`config.mk`:
```
export PLATFORM = sky130hd
export DESIGN_NAME = dual_interval_timer
export DESIGN_NICKNAME = d
export VERILOG_FILES = /design/src/rtl/dit_pkg.sv /design/src/rtl/tmr_channel.sv /design/src/rtl/irq_unit.sv /design/src/rtl/dual_interval_timer.sv
export SDC_FILE = /design/constraint.sdc
export NUM_CORES = 1
export LEC_CHECK = 0
export BUFFER_PORTS_ARGS = -buffer_cell sky130_fd_sc_hd__clkbuf_2
export CAP_MARGIN = 0
export CORE_MARGIN = 5
export CORE_UTILIZATION = 55
export CTS_CLUSTER_DIAMETER = 80
export CTS_CLUSTER_SIZE = 30
export DETAILED_ROUTE_END_ITERATION = 10
export PLACE_DENSITY_LB_ADDON = 0.3
export SLEW_MARGIN = 20
export SYNTH_ARGS = -nofsm -noshare
export SYNTH_HDL_FRONTEND = slang
export SYNTH_SLANG_ARGS = --single-unit
```
`constraint.sdc`:
```
create_clock -name clk -period 3.65 [get_ports clk]
set_input_delay 1.095 -clock clk [delete_from_list [all_inputs] [get_ports clk]]
set_output_delay 1.095 -clock clk [all_outputs]
set_load 0.005 [all_outputs]
```
`src/rtl/dit_pkg.sv`:
```
package dit_pkg;
  typedef enum logic [1:0] {
    OP_LOAD = 2'd0,
    OP_HOLD = 2'd1,
    OP_RUN  = 2'd2,
    OP_RSVD = 2'd3
  } tmr_op_e;

  localparam int N_TMR      = 2;
  localparam int CTRL_W     = 5;
  localparam int SEL_W      = 3;
  localparam int TMR_STRIDE = 16;
  localparam int OFS_RELOAD = 0;
  localparam int OFS_COUNT  = 4;
  localparam int OFS_CTRL   = 8;
  localparam int OFS_MASK   = 'h48;
  localparam int OFS_ACK    = 'h4C;
  localparam int OFS_RAW    = 'h50;
  localparam int OFS_MASKED = 'h54;
endpackage

```
`src/rtl/tmr_channel.sv`:
```
module tmr_channel
  import dit_pkg::*;
#(
  parameter int CNT_W  = 32,
  parameter int N_TICK = 4
) (
  input  logic              clk,
  input  logic              rst,
  input  logic              reload_we,
  input  logic              ctrl_we,
  input  logic [CNT_W-1:0]  wdata,
  input  logic [N_TICK-1:0] tick_i,
  output logic [CNT_W-1:0]  reload_q,
  output logic [CTRL_W-1:0] ctrl_q,
  output logic [CNT_W-1:0]  cnt_q,
  output logic              expire_o
);
  localparam int SRC_BASE = 4;

  tmr_op_e          op;
  logic [SEL_W-1:0] sel;
  logic             tick_sel;
  logic             step;

  assign op  = tmr_op_e'(ctrl_q[1:0]);
  assign sel = ctrl_q[CTRL_W-1:2];

  always_comb begin
    tick_sel = 1'b0;
    for (int k = 0; k < N_TICK; k++) begin
      if (sel == SEL_W'(SRC_BASE + k)) tick_sel = tick_i[k];
    end
  end

  assign step     = !ctrl_we && (op == OP_RUN) && tick_sel;
  assign expire_o = step && (cnt_q <= CNT_W'(1));

  always_ff @(posedge clk) begin
    if (rst) begin
      reload_q <= '0;
      ctrl_q   <= '0;
      cnt_q    <= '0;
    end else begin
      if (reload_we) reload_q <= wdata;
      if (ctrl_we) begin
        ctrl_q <= wdata[CTRL_W-1:0];
        if (tmr_op_e'(wdata[1:0]) == OP_LOAD) cnt_q <= reload_q;
      end else if (step) begin
        if (expire_o) cnt_q <= reload_q;
        else          cnt_q <= cnt_q - CNT_W'(1);
      end
    end
  end

  AST_LOAD_COPIES: assert property (@(posedge clk) disable iff (rst)
    (ctrl_we && wdata[1:0] == 2'd0) |=> (cnt_q == $past(reload_q)));
  AST_HOLD_STABLE: assert property (@(posedge clk) disable iff (rst)
    (!ctrl_we && (op == OP_HOLD || op == OP_RSVD)) |=> $stable(cnt_q));
  AST_RELOAD_VALUE: assert property (@(posedge clk) disable iff (rst)
    expire_o |=> (cnt_q == $past(reload_q)));
  AST_NO_SOURCE: assert property (@(posedge clk) disable iff (rst)
    (!ctrl_we && !ctrl_q[CTRL_W-1]) |=> $stable(cnt_q));
  AST_CTRL_WINS: assert property (@(posedge clk) disable iff (rst)
    (ctrl_we && wdata[1:0] != 2'd0) |=> $stable(cnt_q));
endmodule

```
`src/rtl/irq_unit.sv`:
```
module irq_unit #(
  parameter int N_SRC = 2
) (
  input  logic             clk,
  input  logic             rst,
  input  logic [N_SRC-1:0] expire_i,
  input  logic             mask_we,
  input  logic             ack_we,
  input  logic [N_SRC-1:0] wdata,
  output logic [N_SRC-1:0] pend_q,
  output logic [N_SRC-1:0] mask_q,
  output logic             irq_o
);
  logic [N_SRC-1:0] clr;
  logic [N_SRC-1:0] pend_n;
  logic [N_SRC-1:0] mask_n;

  assign clr    = ack_we ? wdata : '0;
  assign pend_n = (pend_q & ~clr) | expire_i;
  assign mask_n = mask_we ? wdata : mask_q;

  always_ff @(posedge clk) begin
    if (rst) begin
      pend_q <= '0;
      mask_q <= '0;
      irq_o  <= 1'b0;
    end else begin
      pend_q <= pend_n;
      mask_q <= mask_n;
      irq_o  <= |(pend_n & mask_n);
    end
  end

  for (genvar b = 0; b < N_SRC; b++) begin : g_bit_chk
    AST_EXPIRE_SETS: assert property (@(posedge clk) disable iff (rst)
      expire_i[b] |=> pend_q[b]);
    AST_ACK_CLEARS: assert property (@(posedge clk) disable iff (rst)
      (ack_we && wdata[b] && !expire_i[b]) |=> !pend_q[b]);
  end

  AST_RESET_CLEAR: assert property (@(posedge clk)
    $past(rst) |-> (pend_q == '0 && mask_q == '0 && !irq_o));
  AST_MASK_OFF_QUIET: assert property (@(posedge clk) disable iff (rst)
    (mask_we && wdata == '0) |=> !irq_o);
endmodule

```
`src/rtl/dual_interval_timer.sv`:
```
module dual_interval_timer
  import dit_pkg::*;
#(
  parameter int ADDR_W = 8,
  parameter int DATA_W = 32,
  parameter int N_TICK = 4
) (
  input  logic              clk,
  input  logic              rst,
  input  logic              wr_en,
  input  logic              rd_en,
  input  logic [ADDR_W-1:0] addr,
  input  logic [DATA_W-1:0] wdata,
  input  logic [N_TICK-1:0] tick_i,
  output logic [DATA_W-1:0] rd_data,
  output logic              irq_o
);
  logic [DATA_W-1:0] reload_q [N_TMR];
  logic [CTRL_W-1:0] ctrl_q   [N_TMR];
  logic [DATA_W-1:0] cnt_q    [N_TMR];
  logic [N_TMR-1:0]  expire;
  logic [N_TMR-1:0]  pend_q;
  logic [N_TMR-1:0]  mask_q;
  logic              mask_we;
  logic              ack_we;
  logic [DATA_W-1:0] rd_mux;

  for (genvar t = 0; t < N_TMR; t++) begin : g_tmr
    logic reload_we;
    logic ctrl_we;
    assign reload_we = wr_en && (addr == ADDR_W'(t * TMR_STRIDE + OFS_RELOAD));
    assign ctrl_we   = wr_en && (addr == ADDR_W'(t * TMR_STRIDE + OFS_CTRL));

    tmr_channel #(
      .CNT_W (DATA_W),
      .N_TICK(N_TICK)
    ) u_chan (
      .clk      (clk),
      .rst      (rst),
      .reload_we(reload_we),
      .ctrl_we  (ctrl_we),
      .wdata    (wdata),
      .tick_i   (tick_i),
      .reload_q (reload_q[t]),
      .ctrl_q   (ctrl_q[t]),
      .cnt_q    (cnt_q[t]),
      .expire_o (expire[t])
    );
  end

  assign mask_we = wr_en && (addr == ADDR_W'(OFS_MASK));
  assign ack_we  = wr_en && (addr == ADDR_W'(OFS_ACK));

  irq_unit #(
    .N_SRC(N_TMR)
  ) u_irq (
    .clk     (clk),
    .rst     (rst),
    .expire_i(expire),
    .mask_we (mask_we),
    .ack_we  (ack_we),
    .wdata   (wdata[N_TMR-1:0]),
    .pend_q  (pend_q),
    .mask_q  (mask_q),
    .irq_o   (irq_o)
  );

  always_comb begin
    rd_mux = '0;
    for (int t = 0; t < N_TMR; t++) begin
      if (addr == ADDR_W'(t * TMR_STRIDE + OFS_RELOAD)) rd_mux = reload_q[t];
      if (addr == ADDR_W'(t * TMR_STRIDE + OFS_COUNT))  rd_mux = cnt_q[t];
      if (addr == ADDR_W'(t * TMR_STRIDE + OFS_CTRL))   rd_mux = DATA_W'(ctrl_q[t]);
    end
    if (addr == ADDR_W'(OFS_MASK))   rd_mux = DATA_W'(mask_q);
    if (addr == ADDR_W'(OFS_RAW))    rd_mux = DATA_W'(pend_q);
    if (addr == ADDR_W'(OFS_MASKED)) rd_mux = DATA_W'(pend_q & mask_q);
  end

  always_ff @(posedge clk) begin
    if (rst)        rd_data <= '0;
    else if (rd_en) rd_data <= rd_mux;
    else            rd_data <= '0;
  end

  AST_ACK_READS_ZERO: assert property (@(posedge clk) disable iff (rst)
    (rd_en && addr == ADDR_W'(OFS_ACK)) |=> (rd_data == '0));
  AST_IDLE_BUS_ZERO: assert property (@(posedge clk) disable iff (rst)
    !rd_en |=> (rd_data == '0));
endmodule

```
==> results of run 1 <==
-- power breakdown --
part	switching (mW)	internal (mW)
Clock	0.801	1.11
Sequential	0.00186	1.91
Combinational	0.103	0.0475
Total	0.906	3.07
-- cells in the mapped netlist, types with 4 or more instances --
cell and count:
a32o_1 4, mux2i_1 55, dfxtp_1 175, a211oi_1 15, and3_1 5, nor4_1 20, a221oi_1 20, or4_1 13
ha_1 4, nand4_1 10, buf_1 5, o21ai_0 42, nor4b_1 6, inv_1 34, o31a_1 4, o21a_1 5
or3_1 14, clkbuf_1 70, mux2_1 4, nor3b_1 4, nand3_1 25, and2_1 7, o211ai_1 5, buf_2 5
o22ai_1 4, a22oi_1 29, a31oi_1 18, nand2_1 191, o32ai_1 21, a21oi_1 123, nor2_1 94, a21boi_0 6
nor3_1 43, or2_2 4
-- layer usage --
layer,vias up,wire (µm),track usage
met3,91,3070,0.0727
met4,2,1090,0.129
met1,4332,12300,0.447
met5,-,13,0
li1,4305,-,-
met2,543,13200,0.467
-- area by class of cell --
cell class	instances	area [µm²]	area share
multi-input combinational	847	5000	0.486
clock inverter	13	176	0.0171
sequential	175	3500	0.340
tap	216	270	0.0262
inverter	35	131	0.0128
timing repair buffer	124	771	0.0748
clock buffer	19	443	0.0430
-- path summary, 6_finish.rpt --
| path | endpoint | slack, ns | cells past startpoint |
|---|---|---|---|
| worst max-delay path | g_tmr[1].u_chan.cnt_q[16]$_SDFFE_PP0P_ | 0.44 | 7 |
| worst min-delay path | g_tmr[0].u_chan.reload_q[2]$_SDFFE_PP0P_ | 0.48 | 2 |
| worst max register to register | g_tmr[0].u_chan.cnt_q[29]$_SDFFE_PP0P_ | 0.46 | 7 |
| worst min register to register | g_tmr[0].u_chan.reload_q[2]$_SDFFE_PP0P_ | 0.48 | 2 |
-- registers in the layout (all words and copies together) (netlist names) --
register	count
g_tmr.u_chan.ctrl_q	10
u_irq.mask_q	2
u_irq.irq_o	1
rd_data	32
g_tmr.u_chan.cnt_q	64
u_irq.pend_q	2
g_tmr.u_chan.reload_q	64
-- through the flow --
| stage | setup slack [ns] | cells | power [mW] | hold slack [ns] | utilization |
|---|---|---|---|---|---|
| floorplan | 0.308 | 1139 | 2.03 | 0.436 | - |
| global placement | 0.185 | 1397 | 2.10 | 0.455 | 0.607 |
| detailed placement | 0.122 | 1397 | 2.10 | 0.463 | 0.607 |
| CTS | 0.509 | 1429 | 3.98 | 0.470 | 0.646 |
| global route | 0.349 | 1429 | 4.08 | 0.496 | 0.646 |
| finish | 0.444 | 1429 | 3.97 | 0.476 | 0.646 |
-- cell families (layout without fill, tap and decap cells) --
| family | count (synthesis) | after routing | synth area share |
|---|---|---|---|
| multiplexers | 61 | 61 | 0.0716 |
| flip-flops | 175 | 175 | 0.392 |
| buffers and inverters | 117 | 191 | 0.0511 |
| AO/OA/AOI/OAI | 324 | 324 | 0.238 |
| adder cells (fa/ha/maj) | 4 | 4 | 0.00560 |
| AND/OR/NAND/NOR | 458 | 458 | 0.242 |
-- worst register-to-register path, cell delays in order (launching register included) --
cell,delay [ns]
dfxtp_1,0.42
or4_1,0.66
nor4_1,0.51
and4_1,0.50
nor2_2,0.10
buf_4,0.23
mux2i_1,0.15
a2111oi_0,0.47
==> metrics, run 1 <==
Final min period 3.21 ns; most frequent cells in the layout nand2_1, dfxtp_1, a21oi_1; Fin Clk Skew 0.0122 ns; final antenna-violating net count 0; Max Freq 312 MHz; Max-cap violations 0; Final Max Slew Viols 0; status completed; power per cell area 386 mW/mm²; Vias per Instance 6.49; gr usage total 0.317; Top delay family on crit path compound AO/OA/AOI/OAI gates; top cell type's share of synthesized area 0.392; synthesized area per cell 7.85 µm²; Cell Rows 46; die width 138 µm; Die ar. 0.0189 mm²; crit end category flop; first-pass GRT wire length 46500 µm; Setup Viol. Count Final 0; Setup TNS Final 0 ns; largest net degree at the start of global routing 56; total gr overflow 0; CTS Hold Bufs 0; WL final 29700 µm; fraction of layout cells with a size suffix above 1 0.147; worst vdd ir 317 µV; latest clock arrival within the worst-skew pair 0.43 ns; nets 1252; cell taking the most area after synthesis dfxtp_1; ys flop type dfxtp_1; worst min path class reg2reg; CP startpoint kind primary input; Fin. Hold Viols 0; CP Buf/Inv Count 2; critical path arrival 3.50 ns; Starting Density 0.561; cell leakage power 4.10 nW; vias in the first global route 8378; core area 0.0159 mm²; TritonCTS Buffers 17; Cell Area, Placed 0.00968 mm²; CTS tree done; iteration-0 DRC count of the detailed router 1617; share of flip-flops with an asynchronous set or reset 0; Synth Cell Area 0.00894 mm²; Critical R2R Launch g_tmr[0].u_chan.cnt_q[5]$_SDFFE_PP0P_; FILL cells 1380; Mapped Cells 1139; Worst path max stage delay 0.85 ns; CP Class in2reg; clock transition at the registers of the reported paths 0.07 ns; DRC 0; P&R area growth vs syn 15.2%; die height 138 µm; YS warnings 0; most area-consuming cells after synthesis dfxtp_1, nand2_1, a21oi_1, mux2i_1, nor2_1; syn nets 1191; CP cell instances clkbuf_2 > mux4_2 > and2_1 > a21oi_4 > buf_4 > mux2i_1 > o21ai_0; I/O pins 81; drt wl/cell 20.8 µm; Setup Fix Bufs, Post-CTS 0; drt first pass iters 8; worst-margin pin slew 1.04 ns; Design Area, Final 0.0103 mm²; Post-synth EDFFs 0; Worst EP required 3.95 ns; post-CTS resize count 0; H-Tree Depth 4; I/O Buffers 80; Longest Clk Path Bufs 2; Root Driver clkbuf_16; RSZ-0062 raised after global routing false; Sink Count 175; DPL Wire Length 21600 µm; post-synth cell types 74; GPL Wtd Cong 0.953; Min-Delay Startpoint g_tmr[0].u_chan.reload_q[2]$_SDFFE_PP0P_; vias 9273; Ant. Diodes 0; worst-path maximum fanout 28; register area share after synthesis 0.392; relative max-transition margin 0.308; fin crit share 0.878; commonest non-fill, non-tap cell in the layout nand2_1; initial antenna violation count 1; Critical path origin tick_i[3]; number of synthesized register bits 175; CP max-delay cell a21oi_4
(Power assumes the default switching activity.)
==> inputs of run 2 (changes only) <==
Settings changed: PLACE_DENSITY set to 0.75, PLACE_DENSITY_LB_ADDON 0.3 to unset.
==> run 2 against run 1 <==
Total power is 2.0% lower. Count of clock-buffer cells in the layout stayed put. Setup slack better by 0.016 ns. Hold slack worse by 0.0028 ns. Utilization is 0.12 points lower. Critical path depth stayed put. Die area stayed put. Sequential power hardly changed. Critical path type unchanged. Highest routed layer is now met4.
==> metrics, run 2 (synthesis results as in run 1) <==
Fin. Hold Viols 0 (unchanged); Ant. Diodes 0 (unchanged); CP Buf/Inv Count 2 (unchanged); Pint 3.00 mW (-2.1%); largest net degree at the start of global routing 113 (+100%); Root Driver clkbuf_16; Sw Share 0.229 (+0.000851); Max Freq 313 MHz (+0.50%); I/O pins 81 (unchanged); TritonCTS Buffers 17 (unchanged); iteration-0 DRC count of the detailed router 1325 (-18%); Top delay family on crit path compound AO/OA/AOI/OAI gates; Cell Area, Placed 0.00969 mm² (+0.13%); relative max-transition margin 0.238 (-0.0701); DPL Wire Length 21500 µm (-0.32%); crit end category flop; CTS tree done; Final min period 3.19 ns (-0.0160 ns); fin crit share 0.874 (-0.00439); Clk pwr share 0.470 (-0.011); Min Hold Slack 0.473 ns (-0.00283 ns); Design Area, Final 0.0103 mm² (-0.18%); Setup Fix Bufs, Post-CTS 0 (unchanged); Vias per Instance 6.44 (-0.77%); status completed; fraction of power consumed by sequential logic 0.491 (+0.010); worst vdd ir 354 µV (+11%); Setup TNS Final 0 ns (unchanged); H-Tree Depth 4 (unchanged); Worst path max stage delay 0.92 ns (+0.07 ns); die height 138 µm (unchanged); vias in the first global route 8209 (-2.0%); FF+latch area 0.00350 mm² (unchanged); Multi-input gate area 0.00500 mm² (unchanged); Final Util 0.645 (-0.00118); Setup Viol. Count Final 0 (unchanged); cell leakage power 4.09 nW (-0.28%); final antenna-violating net count 0 (unchanged); CP Class in2reg; fraction of layout cells with a size suffix above 1 0.147 (about the same); DRC 0 (unchanged); Final Max Slew Viols 0 (unchanged); gr usage total 0.315 (-0.00164); I/O Buffers 80 (unchanged); FILL cells 1389 (+0.65%); first-pass GRT wire length 46000 µm (-1.1%); GPL Wtd Cong 0.990 (+3.9%); Sink Count 175 (unchanged); post-CTS resize count 0 (unchanged); Psw 0.891 mW (-1.7%); vias 9195 (-0.84%); Starting Density 0.561 (unchanged); Cell Rows 46 (unchanged); core area 0.0159 mm² (unchanged); power per cell area 379 mW/mm² (-1.8%); Longest Clk Path Bufs 2 (unchanged); Top Registers g_tmr.u_chan.cnt_q x64, g_tmr.u_chan.reload_q x64, rd_data x32; drt first pass iters 6 (-2); CP max-delay cell a21oi_4; P&R area growth vs syn 15.0%; latest clock arrival within the worst-skew pair 0.43 ns (about the same); Worst EP required 3.98 ns (+0.03 ns); worst-margin pin slew 1.14 ns (+0.105 ns); commonest non-fill, non-tap cell in the layout nand2_1; total gr overflow 0 (unchanged); dpl ws 0.0610 ns (-0.0614 ns); fin cells 1428 (-0.070%); Max-cap violations 0 (unchanged); drt wl/cell 20.7 µm (-0.25%); combinational share of power 0.039 (about the same); CTS Hold Bufs 0 (unchanged); WL final 29600 µm (-0.32%); Die ar. 0.0189 mm² (unchanged); most frequent cells in the layout nand2_1, dfxtp_1, a21oi_1; worst-path maximum fanout 32 (+14%); Design Power 3.89 mW (-2.0%); Fin Clk Skew 0.00934 ns (-0.00289 ns); die width 138 µm (unchanged); RSZ-0062 raised after global routing false; CP cell instances clkbuf_2 > mux4_2 > and2_1 > a21oi_4 > buf_4 > mux2i_1 > a211oi_1; clock transition at the registers of the reported paths 0.07 ns (about the same); dpl cells 1397 (unchanged); CP startpoint kind primary input; nets 1252 (unchanged); worst min path class reg2reg; post-route setup slack 0.460 ns (+0.0160 ns); critical path arrival 3.52 ns (+0.02 ns); initial antenna violation count 0 (-1)
run 2: changes by cell type in the layout (fill, tap and decap cells not counted), sizes merged:
cell,delta
clkinvlp,+1
inv,-3
bufinv,-1
clkinv,+2
run 2: final timing paths:
| kind | from | end | slack [ns] | cells past startpoint |
|---|---|---|---|---|
| max | tick_i[3] | g_tmr[1].u_chan.cnt_q[13]$_SDFFE_PP0P_ | 0.46 | 7 |
| min | g_tmr[0].u_chan.ctrl_q[1]$_SDFFE_PP0P_ | g_tmr[0].u_chan.ctrl_q[1]$_SDFFE_PP0P_ | 0.47 | 2 |
| max reg2reg | g_tmr[0].u_chan.cnt_q[5]$_SDFFE_PP0P_ | g_tmr[0].u_chan.cnt_q[29]$_SDFFE_PP0P_ | 0.46 | 7 |
| min reg2reg | g_tmr[0].u_chan.ctrl_q[1]$_SDFFE_PP0P_ | g_tmr[0].u_chan.ctrl_q[1]$_SDFFE_PP0P_ | 0.47 | 2 |
run 2: cell type report:
class	instances	share of cell area
Inverter	35	0.0128
Clock buffer	19	0.0441
Timing Repair Buffer	124	0.0762
Multi-Input combinational cell	847	0.487
Clock inverter	12	0.0131
Sequential cell	175	0.341
Tap cell	216	0.0263
run 2: worst min-delay path, delay by kind of cell (launching register included):
| family | cells | cell delay, ns |
|---|---|---|
| flops | 1 | 0.32 |
| compound gates | 1 | 0.05 |
| simple gates | 1 | 0.06 |
run 2: metal layers:
layer	vias up	wire [µm]	track usage
met5	-	0	0
met4	0	889	0.0959
met3	82	3140	0.0884
met2	534	13000	0.464
met1	4289	12600	0.449
li1	4290	-	-
run 2: power by group through the flow:
stage          logic [mW]  clock network (mW)  registers [mW]
2_1_floorplan      0.0707                   0            1.95
3_3_place_gp        0.146                   0            1.96
3_5_place_dp        0.146                   0            1.96
4_1_cts             0.147                1.84            1.91
5_1_grt             0.160                1.92            1.91
6_report            0.152                1.83            1.91
